==> src/rtl/gpcTreePkg.sv <==
`timescale 1ns/1ps
package gpcTreePkg;

  localparam int MAX_COLS = 64;
  localparam int LIB_SIZE = 6;

  // Per-column dot counts, one byte per column.
  typedef logic [MAX_COLS-1:0][7:0] heightArr_t;

  typedef struct packed {
    logic capture;
  } treeStrobe_t;

  // Cell library, best compression ratio first.
  function automatic int libRank0(input int g);
    case (g)
      0: return 6;
      1: return 5;
      2: return 3;
      3: return 4;
      4: return 5;
      default: return 3;
    endcase
  endfunction

  function automatic int libRank1(input int g);
    case (g)
      1: return 1;
      2: return 2;
      3: return 1;
      default: return 0;
    endcase
  endfunction

  function automatic int libOuts(input int g);
    return (g == 5) ? 2 : 3;
  endfunction

  function automatic int sumWidth(input int n, input int w);
    longint maxVal = longint'(n) * ((longint'(1) << w) - 1);
    int bits = 0;
    while ((longint'(1) << bits) <= maxVal) bits++;
    return bits;
  endfunction

  // Weighted popcount of one counter cell.
  function automatic logic [3:0] gpcEval(input int g, input logic [5:0] dots);
    int k0 = libRank0(g);
    int k1 = libRank1(g);
    int acc = 0;
    for (int i = 0; i < 6; i++) begin
      if (i < k0) acc += int'(dots[i]);
      else if (i < k0 + k1) acc += 2 * int'(dots[i]);
    end
    return acc[3:0];
  endfunction

  // Tallest column with at least three dots left; returns col*8+shape or -1.
  function automatic int pickCell(input heightArr_t rem, input int cols);
    int best = -1;
    int bestH = 2;
    int shape = LIB_SIZE - 1;
    for (int c = 0; c < cols; c++)
      if (int'(rem[c]) > bestH) begin
        best = c;
        bestH = int'(rem[c]);
      end
    if (best < 0) return -1;
    for (int k = LIB_SIZE - 1; k >= 0; k--)
      if (int'(rem[best]) >= libRank0(k) &&
          (libRank1(k) == 0 || (best + 1 < cols && int'(rem[best+1]) >= libRank1(k))))
        shape = k;
    return best * 8 + shape;
  endfunction

  function automatic heightArr_t nextHeights(input heightArr_t h, input int cols);
    heightArr_t rem = h;
    heightArr_t nh = '0;
    int pick = pickCell(rem, cols);
    while (pick >= 0) begin
      int col = pick / 8;
      int g = pick % 8;
      rem[col] = rem[col] - 8'(libRank0(g));
      if (libRank1(g) > 0) rem[col+1] = rem[col+1] - 8'(libRank1(g));
      for (int j = 0; j < libOuts(g); j++)
        if (col + j < cols) nh[col+j] = nh[col+j] + 8'd1;
      pick = pickCell(rem, cols);
    end
    for (int c = 0; c < cols; c++) nh[c] = nh[c] + rem[c];
    return nh;
  endfunction

  function automatic int maxHeight(input heightArr_t h, input int cols);
    int m = 0;
    for (int c = 0; c < cols; c++) if (int'(h[c]) > m) m = int'(h[c]);
    return m;
  endfunction

  function automatic heightArr_t heightsAt(input int n, input int w, input int stage);
    int cols = sumWidth(n, w);
    heightArr_t h = '0;
    for (int c = 0; c < w; c++) h[c] = 8'(n);
    for (int s = 0; s < stage; s++) h = nextHeights(h, cols);
    return h;
  endfunction

  function automatic int numStages(input int n, input int w);
    int cols = sumWidth(n, w);
    heightArr_t h = heightsAt(n, w, 0);
    int s = 0;
    while (maxHeight(h, cols) > 3 && s < 40) begin
      h = nextHeights(h, cols);
      s++;
    end
    return s;
  endfunction

endpackage

==> src/rtl/gpcStage.sv <==
`timescale 1ns/1ps
module gpcStage
  import gpcTreePkg::*;
#(
  parameter int N = 8,
  parameter int W = 8,
  parameter int STAGE = 0
) (
  input  logic [sumWidth(N, W)-1:0][N+1:0] colIn,
  output logic [sumWidth(N, W)-1:0][N+1:0] colOut
);

  localparam int COLS = sumWidth(N, W);
  localparam int MAXH = N + 2;
  localparam int ITER = COLS * MAXH / 3 + 1;

  always_comb begin
    heightArr_t rem;
    heightArr_t nh;
    int pick;
    int col;
    int g;
    int k0;
    int k1;
    logic [5:0] dots;
    logic [3:0] res;
    rem = heightsAt(N, W, STAGE);
    nh = '0;
    colOut = '0;
    for (int it = 0; it < ITER; it++) begin
      pick = pickCell(rem, COLS);
      col = 0;
      g = 0;
      k0 = 0;
      k1 = 0;
      dots = '0;
      res = '0;
      if (pick >= 0) begin
        col = pick / 8;
        g = pick % 8;
        k0 = libRank0(g);
        k1 = libRank1(g);
        // Take dots from the top of each column stack.
        for (int i = 0; i < 6; i++) begin
          if (i < k0) dots[i] = colIn[col][int'(rem[col]) - 1 - i];
          else if (i < k0 + k1) dots[i] = colIn[col+1][int'(rem[col+1]) - 1 - (i - k0)];
        end
        rem[col] = rem[col] - 8'(k0);
        if (k1 > 0) rem[col+1] = rem[col+1] - 8'(k1);
        res = gpcEval(g, dots);
        for (int j = 0; j < 4; j++)
          if (j < libOuts(g) && col + j < COLS && int'(nh[col+j]) < MAXH) begin
            colOut[col+j][int'(nh[col+j])] = res[j];
            nh[col+j] = nh[col+j] + 8'd1;
          end
      end
    end
    // Uncovered dots pass through to the same column.
    for (int c = 0; c < COLS; c++)
      for (int i = 0; i < MAXH; i++)
        if (i < int'(rem[c]) && int'(nh[c]) + i < MAXH)
          colOut[c][int'(nh[c]) + i] = colIn[c][i];
  end

endmodule

==> src/rtl/ternaryAdd.sv <==
`timescale 1ns/1ps
module ternaryAdd #(
  parameter int WIDTH = 11
) (
  input  logic [WIDTH-1:0] rowA,
  input  logic [WIDTH-1:0] rowB,
  input  logic [WIDTH-1:0] rowC,
  output logic [WIDTH-1:0] total
);
  assign total = rowA + rowB + rowC;
endmodule

==> src/rtl/gpcCtrl.sv <==
`timescale 1ns/1ps
module gpcCtrl
  import gpcTreePkg::*;
(
  input  logic        loadEn,
  output treeStrobe_t strobe
);
  always_comb begin
    strobe = '0;
    strobe.capture = loadEn;
  end
endmodule

==> src/rtl/gpcDatapath.sv <==
`timescale 1ns/1ps
module gpcDatapath
  import gpcTreePkg::*;
#(
  parameter int N = 8,
  parameter int W = 8
) (
  input  logic                      clk,
  input  logic                      rstN,
  input  treeStrobe_t               strobe,
  input  logic [N*W-1:0]            operands,
  output logic [sumWidth(N, W)-1:0] sumNow,
  output logic [sumWidth(N, W)-1:0] sumReg
);

  localparam int SUMW = sumWidth(N, W);
  localparam int COLS = SUMW;
  localparam int MAXH = N + 2;
  localparam int NSTAGE = numStages(N, W);

  logic [COLS-1:0][MAXH-1:0] dotsIn;
  logic [COLS-1:0][MAXH-1:0] tree [NSTAGE+1];
  logic [SUMW-1:0] rowA, rowB, rowC;

  always_comb begin
    dotsIn = '0;
    for (int c = 0; c < W; c++)
      for (int k = 0; k < N; k++)
        dotsIn[c][k] = operands[k*W + c];
  end

  assign tree[0] = dotsIn;

  for (genvar s = 0; s < NSTAGE; s++) begin : g_stage
    gpcStage #(.N(N), .W(W), .STAGE(s)) u_stage (
      .colIn (tree[s]),
      .colOut(tree[s+1])
    );
  end

  always_comb begin
    for (int c = 0; c < COLS; c++) begin
      rowA[c] = tree[NSTAGE][c][0];
      rowB[c] = tree[NSTAGE][c][1];
      rowC[c] = tree[NSTAGE][c][2];
    end
  end

  ternaryAdd #(.WIDTH(SUMW)) u_final (
    .rowA (rowA),
    .rowB (rowB),
    .rowC (rowC),
    .total(sumNow)
  );

  always_ff @(posedge clk or negedge rstN) begin
    if (!rstN) sumReg <= '0;
    else if (strobe.capture) sumReg <= sumNow;
  end

  // Checks beside the tree
  logic [SUMW-1:0] refSum;
  logic extraDots;
  logic stageMismatch;

  always_comb begin
    longint acc;
    longint val0;
    longint valS;
    acc = 0;
    for (int k = 0; k < N; k++) acc += longint'(operands[k*W +: W]);
    refSum = acc[SUMW-1:0];
    extraDots = 1'b0;
    for (int c = 0; c < COLS; c++)
      for (int i = 3; i < MAXH; i++) extraDots = extraDots | tree[NSTAGE][c][i];
    val0 = 0;
    for (int c = 0; c < COLS; c++)
      for (int i = 0; i < MAXH; i++) val0 += longint'(tree[0][c][i]) << c;
    stageMismatch = 1'b0;
    for (int s = 1; s <= NSTAGE; s++) begin
      valS = 0;
      for (int c = 0; c < COLS; c++)
        for (int i = 0; i < MAXH; i++) valS += longint'(tree[s][c][i]) << c;
      if (valS != val0) stageMismatch = 1'b1;
    end
  end

  assert_sum_exact_R1: assert property (@(posedge clk) disable iff (!rstN)
    sumNow == refSum);
  assert_stage_value_R5: assert property (@(posedge clk) disable iff (!rstN)
    !stageMismatch);
  assert_three_rows_R6: assert property (@(posedge clk) disable iff (!rstN)
    !extraDots);
  assert_load_R7: assert property (@(posedge clk) disable iff (!rstN)
    strobe.capture |=> sumReg == $past(sumNow));
  assert_hold_R8: assert property (@(posedge clk) disable iff (!rstN)
    !strobe.capture |=> $stable(sumReg));

endmodule

==> src/rtl/adderTree.sv <==
`timescale 1ns/1ps
module adderTree
  import gpcTreePkg::*;
#(
  parameter int N = 8,
  parameter int W = 8
) (
  input  logic                      clk,
  input  logic                      rstN,
  input  logic [N*W-1:0]            operands,
  input  logic                      loadEn,
  output logic [sumWidth(N, W)-1:0] sumNow,
  output logic [sumWidth(N, W)-1:0] sumReg
);

  treeStrobe_t strobe;

  gpcCtrl u_ctrl (
    .loadEn(loadEn),
    .strobe(strobe)
  );

  gpcDatapath #(.N(N), .W(W)) u_data (
    .clk     (clk),
    .rstN    (rstN),
    .strobe  (strobe),
    .operands(operands),
    .sumNow  (sumNow),
    .sumReg  (sumReg)
  );

endmodule

==> config.mk <==
export PLATFORM = sky130hd
export DESIGN_NAME = adderTree
export DESIGN_NICKNAME = d
export VERILOG_FILES = /design/src/rtl/gpcTreePkg.sv /design/src/rtl/gpcStage.sv /design/src/rtl/ternaryAdd.sv /design/src/rtl/gpcCtrl.sv /design/src/rtl/gpcDatapath.sv /design/src/rtl/adderTree.sv
export SDC_FILE = /design/constraint.sdc
export NUM_CORES = 1
export LEC_CHECK = 0
export ABC_CLOCK_PERIOD_IN_PS = 9000
export BUFFER_PORTS_ARGS = -buffer_cell sky130_fd_sc_hd__buf_4
export CAP_MARGIN = 25
export CORE_UTILIZATION = 45
export CTS_BUF_LIST = sky130_fd_sc_hd__clkbuf_16
export DETAILED_ROUTE_END_ITERATION = 8
export PLACE_DENSITY = 0.75
export SYNTH_ARGS = -nofsm -noshare
export SYNTH_HDL_FRONTEND = slang
export SYNTH_SLANG_ARGS = --single-unit
==> constraint.sdc <==
create_clock -name clk -period 9 [get_ports clk]
set_input_delay 1.8 -clock clk [delete_from_list [all_inputs] [get_ports clk]]
set_output_delay 1.8 -clock clk [all_outputs]
set_load 0.005 [all_outputs]
# After elaboration in Yosys (flattened, before gate mapping)
# Index checks and enable logic that the tools add are counted.
[totals]
reg_bits = 11
latchBits = 0
ram_bits = 0
rom_bits = 0
in_bits = 67
out_inout_bits = 22
mem_count = 0
[op_classes]
addsub = 69
mul = 0
div = 0
magnitude_cmp = 0
n_eq_ne = 0
shift = 0
n_mux = 0
bitwise_logic = 0
reduce_logical = 0
[op_table]
columns = ["op", "n"]
rows = [
  ["$add A3 B1 Y3", 19],
  ["$add A3 B2 Y3", 15],
  ["$add A2 B1 Y3", 12],
  ["$add A1 B1 Y2", 16],
  ["$add A10 B10 Y11", 1],
  ["$add A11 B8 Y11", 1],
  ["$add A2 B1 Y2", 4],
  ["$add A3 B3 Y3", 1],
]

# Longest topological paths before layout
[depth]
word_depth = 11
mapped_depth = 22
depth_no_buf = 21

# Cells and area by module
# Synthesis repeated with hierarchy kept, for this count alone.
[hier_totals]
cells_unflattened = 371
area_unflattened_um2 = 3525.9
[by_module_without_submodules]
columns = ["mod", "n_inst", "cells_each", "area_per_inst_um2", "seq_area_each_um2"]
rows = [
  ["gpcStage at u_data.g_stage[0].u_stage", 1, 168, 1413.9, 0.0],
  ["gpcStage at u_data.g_stage[1].u_stage", 1, 114, 1009.7, 0.0],
  ["ternaryAdd", 1, 64, 643.1, 0.0],
  ["gpcDatapath", 1, 24, 451.7, 275.3],
  ["gpcCtrl", 1, 1, 7.5, 0.0],
]

# Worst setup path before layout
# Ideal clock, no wire load.
[synth_timing]
kind = "input port to output port"
from = "in operands[17]"
to = "out sumNow[10]"
arrival_time_ps = 6513
required_ps = 7200
path_slack_ps = 687
stages = 18
path_buffers = 0
path_cell_list = "fa_1 -> inv_1 -> fa_1 -> inv_1 -> ha_1 -> inv_1 -> fa_1 -> inv_1 -> fa_1 -> fa_1 -> inv_1 -> fa_1 -> fa_1 -> fa_1 -> nor2b_1 -> o31ai_2 -> a21oi_1 -> xor2_1"
[synth_between]
elab_chain_cells = 6
[synth_lines]
columns = ["item", "line", "rtl"]
rows = [
  ["start: declaration", "adderTree.sv:10", "input logic [N*W-1:0] operands,"],
  ["$add A3 B1 Y3 *", "gpcTreePkg.sv:52", "if (i < k0) acc += int'(dots[i]);"],
  ["$add A3 B1 Y3 (2 in a row)", "gpcTreePkg.sv:52", ""],
  ["$add A3 B2 Y3", "gpcTreePkg.sv:53", "else if (i < k0 + k1) acc += 2 * int'(dots[i]);"],
  ["$add A10 B10 Y11", "ternaryAdd.sv:10", "assign total = rowA + rowB + rowC;"],
  ["$add A11 B8 Y11 *", "ternaryAdd.sv:10", ""],
  ["end: declaration", "adderTree.sv:12", "output logic [sumWidth(N, W)-1:0] sumNow,"],
]
# Every way passes the cells marked *; elsewhere a longest branch is shown, timed or not.

# Worst setup path in the final report
# Ends and elaborated chain as after synthesis.

==> impl_metrics.json <==
{
  "grt.overflow.total": 0,
  "first_pass_iters": 5,
  "drc": 0,
  "cts.clk_slew.worst_paths_ns": 0.04,
  "cts_resized": 0,
  "critical_path.slowest_cell": "fa_1",
  "postSynthCellCount": 232,
  "layout_commonest_cell": "inv_1",
  "avgViaCountPerCell": 4.52,
  "clkPwrFrac_pct": 5.8,
  "yosys_warnings": 0,
  "cp-start-kind": "input pin",
  "crit_buf_inv": 7,
  "avgSynthCellArea_sq_um": 9.52,
  "path_cells": "buf_4 -> fa_1 -> inv_1 -> fa_1 -> inv_1 -> ha_1 -> inv_1 -> fa_1 -> inv_1 -> fa_1 -> fa_1 -> inv_1 -> fa_1 -> fa_1 -> fa_1 -> nor2b_1 -> o31ai_2 -> a21oi_1 -> xor2_1 -> buf_4",
  "drv_slew": 0,
  "crit_fanout": 4,
  "powerDensity_nw_per_um2": 452,
  "yosys.area.top_type": "fa_1",
  "fin_nets": 454,
  "synth_top_family_by_area": "adder cells",
  "switchingPower_uw": 615,
  "yosysUniqueCellTypes": 30,
  "leakagePower_nw": 1.74,
  "cp-end-kind": "primary output",
  "status": "completed",
  "syn_to_final_growth_pct": 36.6,
  "ys_ff_latch": 11,
  "swShare_pct": 45.1,
  "ir_worst_vdd_mv": 0.377,
  "rr_startpoint": "u_data.sumReg[1]$_DFFE_PN0P_",
  "clk_path_buf_depth": 2,
  "post-cts-setup-buffers": 0,
  "hold_class": "flop to flop",
  "die_y_microns": 72.1,
  "yosysTopAreaCellShare_pct": 41.7,
  "synth-simple-area-share_pct": 3.45,
  "hold_viol": 0,
  "worstSetupPathType": "input pin to primary output",
  "synth_compound_area_share_pct": 9.34,
  "min_path_cells": 2,
  "num_vias": 1752,
  "die_w_microns": 72.1,
  "grt_pass1_vias": 1801,
  "core-area_sq_um": 4720,
  "cts_buffers": 3,
  "cts_root_buf": "clkbuf_16",
  "regToRegSetupSlack_ns": 8.24,
  "num_antenna_cells": 0,
  "top_register": "u_data.sumReg",
  "grt_max_degree": 12,
  "critical-path-top-delay-family": "adder cells",
  "slew_headroom_pct": 77.8,
  "combPwrFrac_pct": 87.4,
  "numPortBuffers": 88,
  "worst_r2r_endpoint": "u_data.sumReg[1]$_DFFE_PN0P_",
  "fin_crit_ns": 8.75,
  "drt-total-wl_microns": 4010,
  "dp_hpwl_microns": 3730,
  "clock_skew_ns": 0,
  "report.final.setup_viol": 0,
  "yosys.area_share.xor_xnor_pct": 1.59,
  "ant_nets": 0,
  "rows": 25,
  "yosys.area_share.adder_pct": 52.4,
  "seq_area_frac_synth_pct": 12.5,
  "fin_util_pct": 63.9,
  "setup-tns-final_ns": 0,
  "gr-usage-all-layers_pct": 16.8,
  "cp_common_cell": "fa_1",
  "drive_gt1_share_pct": 31.2,
  "htree_levels": 1,
  "gp_congestion": 0.776,
  "die_area_sq_um": 5190,
  "worstMarginPinSlew_ns": 0.330,
  "min_to": "u_data.sumReg[6]$_DFFE_PN0P_",
  "routedWlPerCell_microns": 10.3,
  "worstPathArrival_ns": 6.95,
  "pwr-share-seq_pct": 6.8,
  "syn_nets": 364,
  "final_min_period_over_clock_period_pct": 97.2,
  "top_regs": "u_data.sumReg (11)",
  "clock_latency_ns": 0.24,
  "initial_utilization_pct": 46.8,
  "max_freq_ghz": 0.114,
  "syn_area_sq_um": 2210,
  "min_from": "u_data.sumReg[6]$_DFFE_PN0P_",
  "cpPeakStageDelay_ns": 0.54,
  "worstRegToRegCells": 1,
  "dr.first_iter.drc_count": 47,
  "clock_sinks": 11,
  "num_io_pins": 89,
  "synth_mux_area_share_pct": 3.06,
  "tritoncts": "yes",
  "p_int_uw": 749,
  "maxCapViolCount": 0,
  "synth_area_leaders": "fa_1 42%, inv_1 17%, dfrtp_1 12%",
  "grt_pass1_wl_microns": 7000,
  "antenna_found_initial": 0,
  "largest_register_ffs": 11,
  "layout_common_cells": "101 x inv_1, 88 x buf_4, 46 x fa_1",
  "rsz0062_at_grt": "no",
  "crit_required_ns": 7.20,
  "ctsHoldBuffers": 0
}
-- kinds of logic after synthesis --
family,count (synthesis)
AOI/OAI and AO/OA,27
xor gates and xnor gates,4
adders and majority gates,65
buffers and inverters,103
DFF,11
muxes,6
and+or+nand+nor,16
-- through the flow --
| step | instances | area [sq um] | hold slack [ns] | worst slack (ns) | total power, mW |
|---|---|---|---|---|---|
| floorplan | 232 | 2210 | 0.473 | 0.687 | 0.870 |
| global placement | 384 | 2940 | 0.470 | 0.301 | 1.28 |
| detailed placement | 384 | 2940 | 0.472 | 0.267 | 1.30 |
| CTS | 388 | 3020 | 0.482 | 0.236 | 1.39 |
| global route | 388 | 3020 | 0.523 | 0.0120 | 1.54 |
| finish | 388 | 3020 | 0.481 | 0.249 | 1.36 |
-- layer usage --
| layer | global-route usage [%] | wire length, microns |
|---|---|---|
| met2 | 33.9 | 2180 |
| met1 | 18.6 | 1540 |
| met4 | 1.31 | 17 |
| met5 | 0 | 0 |
| met3 | 3.61 | 272 |
-- Yosys cell counts, drive strengths merged --
library cell,n
a21o,2
dfrtp,11
o221ai,1
o21ai,1
o21a,2
or2,1
fa,46
nor2,4
nor3b,1
nor3,2
a211oi,1
nor2b,1
a2111o,2
o211a,1
ha,19
xor2,1
nand2,5
a21oi,8
o211ai,1
and3,2
buf,3
o21bai,1
mux2,6
inv,100
a21boi,2
o31ai,4
o311ai,1
xnor2,3
-- area by class of cell --
| type | instances | area (sq um) |
|---|---|---|
| clock inverters | 1 | 3.75 |
| multi-input cells | 118 | 1540 |
| repair buffers | 88 | 661 |
| well taps | 67 | 83.8 |
| clock buffers | 3 | 75.1 |
| inverters | 100 | 375 |
| fillers | 438 | 1710 |
| flip-flops and latches | 11 | 275 |
-- worst max-delay path by stage --
stage	cells past startpoint	slack [ns]	from	endpoint
after floorplan	18	0.69	operands[17]	sumNow[10]
after global placement	20	0.30	operands[17]	sumNow[10]
after detailed placement	20	0.27	operands[17]	sumNow[10]
after CTS	20	0.24	operands[17]	sumNow[10]
after global routing	21	0.01	operands[17]	sumNow[7]
final	20	0.25	operands[17]	sumNow[10]
-- power by group through the flow --
stage          Sequential (mW)  Combinational [mW]  Clock (mW)
2_1_floorplan           0.0947               0.776           0
3_3_place_gp            0.0924                1.19           0
3_5_place_dp            0.0935                1.20           0
4_1_cts                 0.0931                1.21      0.0809
5_1_grt                 0.0947                1.36      0.0839
6_report                0.0927                1.19      0.0792
(Power assumes the default switching activity.)
